===== config.mk =====
export PLATFORM = sky130hd
export DESIGN_NAME = rxflow_ctrl
export DESIGN_NICKNAME = d
export VERILOG_FILES = /design/src/rtl/rxflow_pkg.sv /design/src/rtl/rxflow_fifo.sv /design/src/rtl/rxflow_rts.sv /design/src/rtl/rxflow_cts_gate.sv /design/src/rtl/rxflow_ctrl.sv
export SDC_FILE = /design/constraint.sdc
export NUM_CORES = 1
export LEC_CHECK = 0
export ABC_AREA = 1
export BUFFER_PORTS_ARGS = -buffer_cell sky130_fd_sc_hd__buf_2
export CAP_MARGIN = 20
export CORE_UTILIZATION = 45
export CTS_CLUSTER_SIZE = 24
export DETAILED_ROUTE_END_ITERATION = 8
export PLACE_DENSITY = 0.62
export RECOVER_POWER = 25
export SLEW_MARGIN = 20
export SYNTH_ARGS = -nofsm -noshare
export SYNTH_HDL_FRONTEND = slang
export SYNTH_SLANG_ARGS = --single-unit

===== constraint.sdc =====
create_clock -name clk -period 2.9 [get_ports clk]
set_input_delay 0.145 -clock clk [delete_from_list [all_inputs] [get_ports clk]]
set_output_delay 0.145 -clock clk [all_outputs]
set_load 0.05 [all_outputs]

===== src/rtl/rxflow_pkg.sv =====
package rxflow_pkg;
  localparam int unsigned NIB_W = 4;

  typedef struct packed {
    logic [NIB_W-1:0] resume;
    logic [NIB_W-1:0] halt;
  } thr_reg_t;

  function automatic int unsigned nib_to_level(logic [NIB_W-1:0] nib, int unsigned step);
    return int'(nib) * step;
  endfunction
endpackage


===== src/rtl/rxflow_fifo.sv =====
module rxflow_fifo #(
  parameter int unsigned DATA_W = 8,
  parameter int unsigned DEPTH  = 64,
  localparam int unsigned AW    = $clog2(DEPTH),
  localparam int unsigned CNT_W = AW + 1
) (
  input  logic              clk,
  input  logic              rst,
  input  logic              push,
  input  logic [DATA_W-1:0] wdata,
  input  logic              pop_req,
  output logic [DATA_W-1:0] rdata,
  output logic [CNT_W-1:0]  count,
  output logic              is_empty,
  output logic              is_full,
  output logic              ovr,
  input  logic              ovr_clr
);
  logic [DATA_W-1:0] mem [DEPTH];
  logic [AW-1:0]     wp, rp;
  logic              do_pop, accept, drop;

  assign do_pop = pop_req && !is_empty;
  assign accept = push && (!is_full || do_pop);
  assign drop   = push && !accept;

  always_ff @(posedge clk) begin
    if (accept) mem[wp] <= wdata;
    if (do_pop) rdata <= mem[rp];
  end

  always_ff @(posedge clk) begin
    if (rst) begin
      wp <= '0;
      rp <= '0;
      count <= '0;
      is_empty <= 1'b1;
      is_full <= 1'b0;
      ovr <= 1'b0;
    end else begin
      if (accept) wp <= wp + 1'b1;
      if (do_pop) rp <= rp + 1'b1;
      case ({accept, do_pop})
        2'b10: begin
          count <= count + 1'b1;
          is_empty <= 1'b0;
          is_full <= (count == CNT_W'(DEPTH - 1));
        end
        2'b01: begin
          count <= count - 1'b1;
          is_full <= 1'b0;
          is_empty <= (count == CNT_W'(1));
        end
        default: ;
      endcase
      if (drop) ovr <= 1'b1;
      else if (ovr_clr) ovr <= 1'b0;
    end
  end

  assert_no_overflow_R4: assert property (@(posedge clk) disable iff (rst)
    count <= CNT_W'(DEPTH));
  assert_full_flag_R4: assert property (@(posedge clk) disable iff (rst)
    is_full == (count == CNT_W'(DEPTH)));
  assert_drop_sets_ovr_R6: assert property (@(posedge clk) disable iff (rst)
    (push && is_full && !pop_req) |=> (ovr && $stable(count)));
endmodule


===== src/rtl/rxflow_rts.sv =====
module rxflow_rts #(
  parameter int unsigned CNT_W = 7,
  parameter int unsigned STEP  = 4
) (
  input  logic                   clk,
  input  logic                   rst,
  input  logic [CNT_W-1:0]       count,
  input  rxflow_pkg::thr_reg_t   thr,
  input  logic                   auto_en,
  input  logic                   sw_req,
  output logic                   rts_n
);
  logic [CNT_W-1:0] halt_lvl, resume_lvl;
  logic             halted, halted_nx;

  assign halt_lvl   = CNT_W'(rxflow_pkg::nib_to_level(thr.halt, STEP));
  assign resume_lvl = CNT_W'(rxflow_pkg::nib_to_level(thr.resume, STEP));

  always_comb begin
    halted_nx = halted;
    if (!halted && count >= halt_lvl) halted_nx = 1'b1;
    else if (halted && count <= resume_lvl) halted_nx = 1'b0;
  end

  always_ff @(posedge clk) begin
    if (rst) begin
      halted <= 1'b0;
      rts_n  <= 1'b1;
    end else begin
      halted <= halted_nx;
      rts_n  <= auto_en ? halted_nx : !sw_req;
    end
  end

  assert_halt_entry_R2: assert property (@(posedge clk) disable iff (rst)
    $rose(halted) |-> ($past(count) >= $past(halt_lvl)));
  assert_resume_entry_R3: assert property (@(posedge clk) disable iff (rst)
    $fell(halted) |-> ($past(count) <= $past(resume_lvl)));
  assert_sw_path_R8: assert property (@(posedge clk) disable iff (rst)
    !auto_en |=> (rts_n == !$past(sw_req)));
endmodule


===== src/rtl/rxflow_cts_gate.sv =====
module rxflow_cts_gate (
  input  logic clk,
  input  logic rst,
  input  logic auto_en,
  input  logic cts_n,
  input  logic tx_req,
  output logic tx_start
);
  always_ff @(posedge clk) begin
    if (rst) tx_start <= 1'b0;
    else     tx_start <= tx_req && (!auto_en || !cts_n);
  end

  assert_cts_block_R9: assert property (@(posedge clk) disable iff (rst)
    (auto_en && cts_n) |=> !tx_start);
  assert_cts_pass_R9: assert property (@(posedge clk) disable iff (rst)
    (tx_req && !cts_n) |=> tx_start);
endmodule


===== src/rtl/rxflow_ctrl.sv =====
module rxflow_ctrl #(
  parameter int unsigned DATA_W = 8,
  parameter int unsigned DEPTH  = 64,
  parameter int unsigned STEP   = 4,
  parameter logic [7:0]  THR_RESET = 8'h8F,
  localparam int unsigned CNT_W = $clog2(DEPTH) + 1
) (
  input  logic              clk,
  input  logic              rst,
  input  logic              rx_valid,
  input  logic [DATA_W-1:0] rx_data,
  input  logic              rd_en,
  output logic [DATA_W-1:0] rd_data,
  output logic [CNT_W-1:0]  level,
  output logic              empty,
  output logic              full,
  output logic              overrun,
  input  logic              ovr_clr,
  input  logic              thr_wr,
  input  logic [7:0]        thr_wdata,
  input  logic              auto_rts_en,
  input  logic              sw_rts,
  output logic              rts_n,
  input  logic              auto_cts_en,
  input  logic              cts_n,
  input  logic              tx_req,
  output logic              tx_start
);
  rxflow_pkg::thr_reg_t thr_q;

  always_ff @(posedge clk) begin
    if (rst)         thr_q <= rxflow_pkg::thr_reg_t'(THR_RESET);
    else if (thr_wr) thr_q <= rxflow_pkg::thr_reg_t'(thr_wdata);
  end

  rxflow_fifo #(.DATA_W(DATA_W), .DEPTH(DEPTH)) u_fifo (
    .clk(clk), .rst(rst), .push(rx_valid), .wdata(rx_data),
    .pop_req(rd_en), .rdata(rd_data), .count(level),
    .is_empty(empty), .is_full(full), .ovr(overrun), .ovr_clr(ovr_clr)
  );

  rxflow_rts #(.CNT_W(CNT_W), .STEP(STEP)) u_rts (
    .clk(clk), .rst(rst), .count(level), .thr(thr_q),
    .auto_en(auto_rts_en), .sw_req(sw_rts), .rts_n(rts_n)
  );

  rxflow_cts_gate u_cts (
    .clk(clk), .rst(rst), .auto_en(auto_cts_en), .cts_n(cts_n),
    .tx_req(tx_req), .tx_start(tx_start)
  );

  assert_full_stops_peer_R7: assert property (@(posedge clk) disable iff (rst)
    (full && auto_rts_en) |=> rts_n);
  assert_thr_write_R1: assert property (@(posedge clk) disable iff (rst)
    thr_wr |=> (thr_q == $past(thr_wdata)));
endmodule


==> results.sh, run 1 <==
export IMPL_syn_nets=2252
export IMPL_num_antenna_cells=0
export IMPL_p_leak_nw=10.5
export IMPL_cp_end_kind="flip-flop"
export IMPL_overflow=0
export IMPL_max_slew_worst_pin_slew_ns=1.91
export IMPL_fillers=4567
export IMPL_crit_type="input pin to flip-flop"
export IMPL_place_hpwl_um=37100
export IMPL_power_density_mw_per_mm2=630
export IMPL_post_place_ws_ns=0.535
export IMPL_worstPathMaxFanout=39
export IMPL_yosysUniqueCellTypes=30
export IMPL_vias=16300
export IMPL_yosys_most_used_dff="edfxtp_1"
export IMPL_violations="capacitance limit, slew limit"
export IMPL_yosysTopAreaCell="edfxtp_1"
export IMPL_ys_warn_count=0
export IMPL_die_y_um=231
export IMPL_tritoncts="done"
export IMPL_synth_most_common_cell="nand2_1"
export IMPL_synth_cells=2210
export IMPL_synthMuxAreaShare=0
export IMPL_area_growth_syn_to_layout_pct=14.2
export IMPL_wire_per_inst_um=20.2
export IMPL_io_pins=47
export IMPL_coreArea_mm2=0.0515
export IMPL_dr_pass1_iters=5
export IMPL_synth_area_leaders="edfxtp_1 (66%), nand2_1 (11%), nand3_1 (6.3%)"
export IMPL_cts_htree_levels=2
export IMPL_vias_per_cell=5.31
export IMPL_cts_root_buffer="clkbuf_16"
export IMPL_setup_viol=0
export IMPL_cts_max_path_buffers=3
export IMPL_status="complete, but fails checks"
export IMPL_io_buffers=46
export IMPL_arrival_ns=2.73
export IMPL_ys_seq_area_frac=0.692
export IMPL_die_w_um=231
export IMPL_slew_violations=216
export IMPL_cp_start_kind="input pin"
export IMPL_yosys_area_share_xor_xnor=0
export IMPL_clkLatencyLatePin_ns=0.62
export IMPL_maxSlewHeadroom=-0.276
export IMPL_final_antenna_net_count=0
export IMPL_start_util=0.456
export IMPL_power_mw=16.9
export IMPL_layout_setup_ws_ns=0.317
export IMPL_post_route_min_period_ns=2.58
export IMPL_place_congestion=0.867
export IMPL_synth_edff_count=520
export IMPL_cpPeakStageDelay_ns=1.42
export IMPL_synth_simple_area_share=0.210
export IMPL_cp_cell_sequence="clkbuf_1 -> dlymetal6s2s_1"
export IMPL_fin_nets=2380
export IMPL_yosys_top_cells_count="nand2_1 (720), edfxtp_1 (520), nand3_1 (297)"
export IMPL_syn_mean_instance_area_um2=10.6
export IMPL_synth_seq_cells=553
export IMPL_rows=83
export IMPL_clkSinkCount=553
export IMPL_cp_startpoint="rx_data[0]"
export IMPL_critical_path_buf_inv_count=2
export IMPL_numCtsBuffers=56
export IMPL_crit_slowest_cell="dlymetal6s2s_1"
export IMPL_hold_viol=0
export IMPL_critPathTopFamily="buffers and inverters"
export IMPL_synth_top_family_by_area="simple AND/OR/NAND/NOR gates"
export IMPL_routed_wl_um=61900
export IMPL_grt_pass1_vias=16000
export IMPL_hp_class="input pin to flip-flop"
export IMPL_timing_rr_start="u_fifo.rp[1]"
export IMPL_finClkSkew_ns=0.0166
export IMPL_grt_max_degree=144
export IMPL_netlist_area_mm2=0.0235
export IMPL_tns_ns=0
export IMPL_min_from="auto_cts_en"
export IMPL_drt_iter0_markers=1566
export IMPL_cp_data_required_time_ns=3.05
export IMPL_max_cap_violations=6
export IMPL_clk_pin_slew_worst_paths_ns=0.06
export IMPL_synthArstFlopShare=0
export IMPL_ir_drop_uv=461
export IMPL_synth_top_area_share=0.664
export IMPL_rsz0062_at_grt="no"
export IMPL_period_share=0.891
export IMPL_antenna_found_initial=0
export IMPL_grt_pass1_wl_um=95300
export IMPL_synthAdderAreaFrac=0.00798
export IMPL_drive_gt1_frac=0.0948
export IMPL_synth_compound_area_frac=0.0312
export IMPL_drc=0
export IMPL_max_freq_ghz=0.387
export IMPL_postCtsResizedCells=0
export IMPL_grt_use_total=0.237
export IMPL_die_area_mm2=0.0532
==> repair_timing <==
item,in CTS,in global routing
endpoints found under the setup margin,0,0
endpoints found under the hold margin,24,0
buffers inserted,0,0
hold buffers,31,0
==> cells in the final DEF (no fill, tap or decap), drive strengths merged, types with 25 or more instances in the layout <==
cell	n
buf	134
nor2	159
nand3	297
inv	205
edfxtp	520
clkbuf	90
dfxtp	33
o21ai	45
clkinv	26
o211ai	25
dlygate4sd3	31
nand2	721
a21oi	60
==> metrics by stage <==
step	std cells	cell area (µm²)	hold WS, ns	utilization
after floorplan	2210	23500	0.232	-
after global placement	2929	24900	0.318	0.483
after detailed placement	2929	24900	0.326	0.483
after CTS	3065	26900	0.0607	0.522
after global routing	3065	26800	0.271	0.521
final	3065	26800	0.254	0.521
==> path summary, 6_finish.rpt <==
kind	slack, ns	depth (start not counted)	endpoint
worst max register to register	0.53	9	u_fifo.rdata[2]
worst min-delay path	0.25	3	u_cts.tx_start
worst min register to register	0.52	2	u_fifo.is_full
worst max-delay path	0.32	2	u_fifo.mem[0][0]
==> metal layers <==
metal	GRT usage	vias up	wire [µm]
met5	0	-	0
li1	-	7684	-
met3	0.0392	102	4220
met2	0.389	573	29500
met1	0.323	7905	26600
met4	0.0743	0	1550
==> registers in the layout, summed over array words and instances (netlist names) <==
name,count
u_fifo.rdata,8
u_fifo.wp,6
u_fifo.mem,512
u_rts.rts_n,1
u_rts.halted,1
u_fifo.is_full,1
thr_q,8
u_fifo.ovr,1
u_fifo.count,7
u_fifo.rp,6
u_cts.tx_start,1
u_fifo.is_empty,1
==> tightest hold or removal path, stage by stage <==
cell and delay [ns]:
buf_2 0.07, a21oi_1 0.05, dlygate4sd3_1 0.54
==> power breakdown <==
group / total [mW] / switching, mW / internal [mW]
Sequential: 8.83 / 0.0414 / 8.78
Combinational: 1.20 / 0.877 / 0.318
Clock: 6.89 / 3.00 / 3.89
Total: 16.9 / 3.91 / 13.0
==> layout make-up <==
type                    count  area, µm²  area share
multi-input cells        1342       5860       0.218
clock inverters            29        209     0.00778
flip-flops and latches    553      16300       0.607
clock buffers              76       1510      0.0562
inverters                 205        777      0.0289
well taps                 680        851      0.0317
repair buffers            180       1360      0.0507
==> logic make-up after synthesis <==
kind of cell	Yosys count
AOI/OAI and AO/OA	133
adders and majority gates	15
and+or+nand+nor	1194
buffers and inverters	315
DFF	553
Note: power is estimated with default switching activity, not from simulation.
==> run 2: changes to the inputs <==
--- a/config.mk
+++ b/config.mk
@@ -16,4 +16,5 @@
 export SLEW_MARGIN = 20
 export SYNTH_ARGS = -nofsm -noshare
 export SYNTH_HDL_FRONTEND = slang
+export SYNTH_HIERARCHICAL = 1
 export SYNTH_SLANG_ARGS = --single-unit
==> run 2 against run 1 <==
Effect of this change: the flow still finishes with violations (capacitance limit, slew limit); flip-flop and latch count is the same; global-route usage shrank 1.3 points; count of clock-buffer cells in the layout shrank 1; non-clock buffer count shrank 4; routed wire length shrank 4.5%; synthesized cell count grew 1.4%; final cell count grew 0.88%; die area grew 0.34%; first-iteration DRC count shrank 16%; critical endpoint is now u_fifo/rdata[0].
==> results.sh, run 2 <==
export IMPL_wl_met2_um=28200
export IMPL_io_buffers=46
export IMPL_clkLatencyLatePin_ns=0.62
export IMPL_wire_per_inst_um=19.1
export IMPL_start_util=0.458
export IMPL_die_y_um=231
export IMPL_io_pins=47
export IMPL_hold_viol=0
export IMPL_setup_viol=0
export IMPL_multi_input_area_mm2=0.00595
export IMPL_coreArea_mm2=0.0515
export IMPL_grt_pass1_vias=15400
export IMPL_p_leak_nw=10.6
export IMPL_synth_cells=2241
export IMPL_largest_register_ffs=512
export IMPL_hp_class="input pin to flip-flop"
export IMPL_cp_data_required_time_ns=3.25
export IMPL_place_congestion=0.874
export IMPL_fin_nets=2408
export IMPL_maxSlewHeadroom=-0.346
export IMPL_cts_htree_levels=2
export IMPL_finClkSkew_ns=0.0222
export IMPL_grt_max_degree=125
export IMPL_drc=0
export IMPL_cp_start_kind="flip-flop"
export IMPL_fin_util=0.525
export IMPL_power_mw=17.1
export IMPL_cts_max_path_buffers=3
export IMPL_fillers=4517
export IMPL_syn_mean_instance_area_um2=10.5
export IMPL_rows=83
export IMPL_hold_ws_ns=0.312
export IMPL_final_antenna_net_count=0
export IMPL_period_share=0.821
export IMPL_wl_met3_um=3700
export IMPL_clk_pin_slew_worst_paths_ns=0.06
export IMPL_synth_seq_cells=553
export IMPL_antenna_found_initial=1
export IMPL_top_register="u_fifo/mem"
export IMPL_crit_type="flip-flop to flip-flop"
export IMPL_ys_warn_count=6
export IMPL_place_hpwl_um=35100
export IMPL_vias_per_cell=5.21
export IMPL_max_cap_violations=2
export IMPL_grt_pass1_wl_um=90700
export IMPL_slew_violations=101
export IMPL_ff_latch_area_mm2=0.0163
export IMPL_power_frac_comb=0.071
export IMPL_p_int_mw=13.2
export IMPL_drive_gt1_frac=0.0958
export IMPL_post_cts_setup_buffers=0
export IMPL_worstPathMaxFanout=65
export IMPL_max_slew_worst_pin_slew_ns=2.02
export IMPL_max_freq_ghz=0.420
export IMPL_post_route_min_period_ns=2.38
export IMPL_p_sw_frac=0.228
export IMPL_dr_pass1_iters=7
export IMPL_power_density_mw_per_mm2=631
export IMPL_ys_seq_area_frac=0.690
export IMPL_cp_end_kind="flip-flop"
export IMPL_power_switching_mw=3.89
export IMPL_cts_root_buffer="clkbuf_16"
export IMPL_syn_nets=2283
export IMPL_numCtsBuffers=56
export IMPL_num_antenna_cells=0
export IMPL_ir_drop_uv=463
export IMPL_violations="capacitance limit, slew limit"
export IMPL_overflow=0
export IMPL_instances_no_fill=3092
export IMPL_m1WireLength_um=25600
export IMPL_dpl_cell_count=2952
export IMPL_yosysUniqueCellTypes=30
export IMPL_pwr_share_clk=0.411
export IMPL_tns_ns=0
export IMPL_clkSinkCount=553
export IMPL_die_area_mm2=0.0533
export IMPL_synth_most_common_cell="nand2_1"
export IMPL_synth_edff_count=520
export IMPL_reg_largest_list="u_fifo/mem: 512 flops, thr_q: 8 flops, u_fifo/rdata: 8 flops"
export IMPL_status="complete, but fails checks"
export IMPL_yosys_most_used_dff="edfxtp_1"
export IMPL_arrival_ns=2.73
export IMPL_timing_reg2reg_setup_slack_ns=0.52
export IMPL_drt_iter0_markers=1309
export IMPL_synth_top_area_share=0.662
export IMPL_yosys_top_cells_count="nand2_1 (751), edfxtp_1 (520), nand3_1 (293)"
export IMPL_vias=16100
export IMPL_netlist_area_mm2=0.0236
export IMPL_die_w_um=231
export IMPL_rsz0062_at_grt="no"
export IMPL_final_common_cell="nand2_1"
export IMPL_mostFrequentLayoutCells="nand2_1 (751), edfxtp_1 (520), nand3_1 (293)"
export IMPL_routed_top_layer="met4"
export IMPL_share_seq_of_total_power=0.518
export IMPL_grt_use_total=0.224
export IMPL_routed_wl_um=59100
export IMPL_tritoncts="done"
export IMPL_synthArstFlopShare=0
export IMPL_area_growth_syn_to_layout_pct=14.6
export IMPL_yosysTopAreaCell="edfxtp_1"
export IMPL_synth_area_leaders="edfxtp_1 (66%), nand2_1 (12%), nand3_1 (6.2%)"
run 2: area by class of cell:
cell class / count / area share
Clock inverter: 29 / 0.00894
Clock buffer: 75 / 0.0568
Sequential cell: 553 / 0.602
Multi-Input combinational cell: 1368 / 0.220
Tap cell: 680 / 0.0315
Timing Repair Buffer: 176 / 0.0507
Inverter: 211 / 0.0296
run 2: what timing repair did:
action                                 in CTS  in global routing
endpoints found under the hold margin      26                  0
gates resized for setup                     0                  0
setup endpoints to repair                   0                  0
hold buffers                               36                  0
run 2: kinds of logic (layout without fill, tap and decap cells):
logic type	Yosys count	in the layout	synth area share
fa+ha+maj	15	15	0.00796
buf+inv	320	491	0.0579
simple gates	1244	1244	0.218
compound gates	108	108	0.0260
xor+xnor	1	1	0.000371
flops	553	553	0.690
run 2: power by group through the flow:
stage	registers [mW]	logic [mW]	clock network [mW]
6_report	8.84	1.21	7.01
5_1_grt	8.84	1.33	7.41
4_1_cts	8.83	1.22	7.14
3_5_place_dp	9.00	1.17	0
3_3_place_gp	9.00	1.16	0
2_1_floorplan	9.04	0.679	0
run 2: critical path, cell delays in order (launching register included):
cell	delay, ns
dfxtp_4	0.48
inv_6	0.51
buf_4	0.41
nand2_1	0.08
nand3_1	0.11
nand3_1	0.09
nand3_1	0.17
nand2_1	0.07
nand3_1	0.09
nand2_1	0.07
run 2: through the flow:
stage          instance area (µm²)  setup slack (ns)
5_1_grt                      27000             0.410
3_3_place_gp                 24900             0.529
6_report                     27000             0.520
2_1_floorplan                23600             0.548
4_1_cts                      27100             0.506
3_5_place_dp                 24900             0.523
run 2: layer usage:
metal,global-route usage,vias up
met1,0.309,7755
li1,-,7728
met5,0,-
met3,0.0331,92
met4,0.0716,0
met2,0.366,527
run 2: final timing paths:
path | start | end | depth (start not counted)
worst max register to register | u_fifo/rp[0] | u_fifo/rdata[0] | 9
worst min register to register | u_fifo/is_full | u_fifo/is_full | 2
worst min-delay path | tx_req | u_cts/tx_start | 4
worst max-delay path | u_fifo/rp[0] | u_fifo/rdata[0] | 9
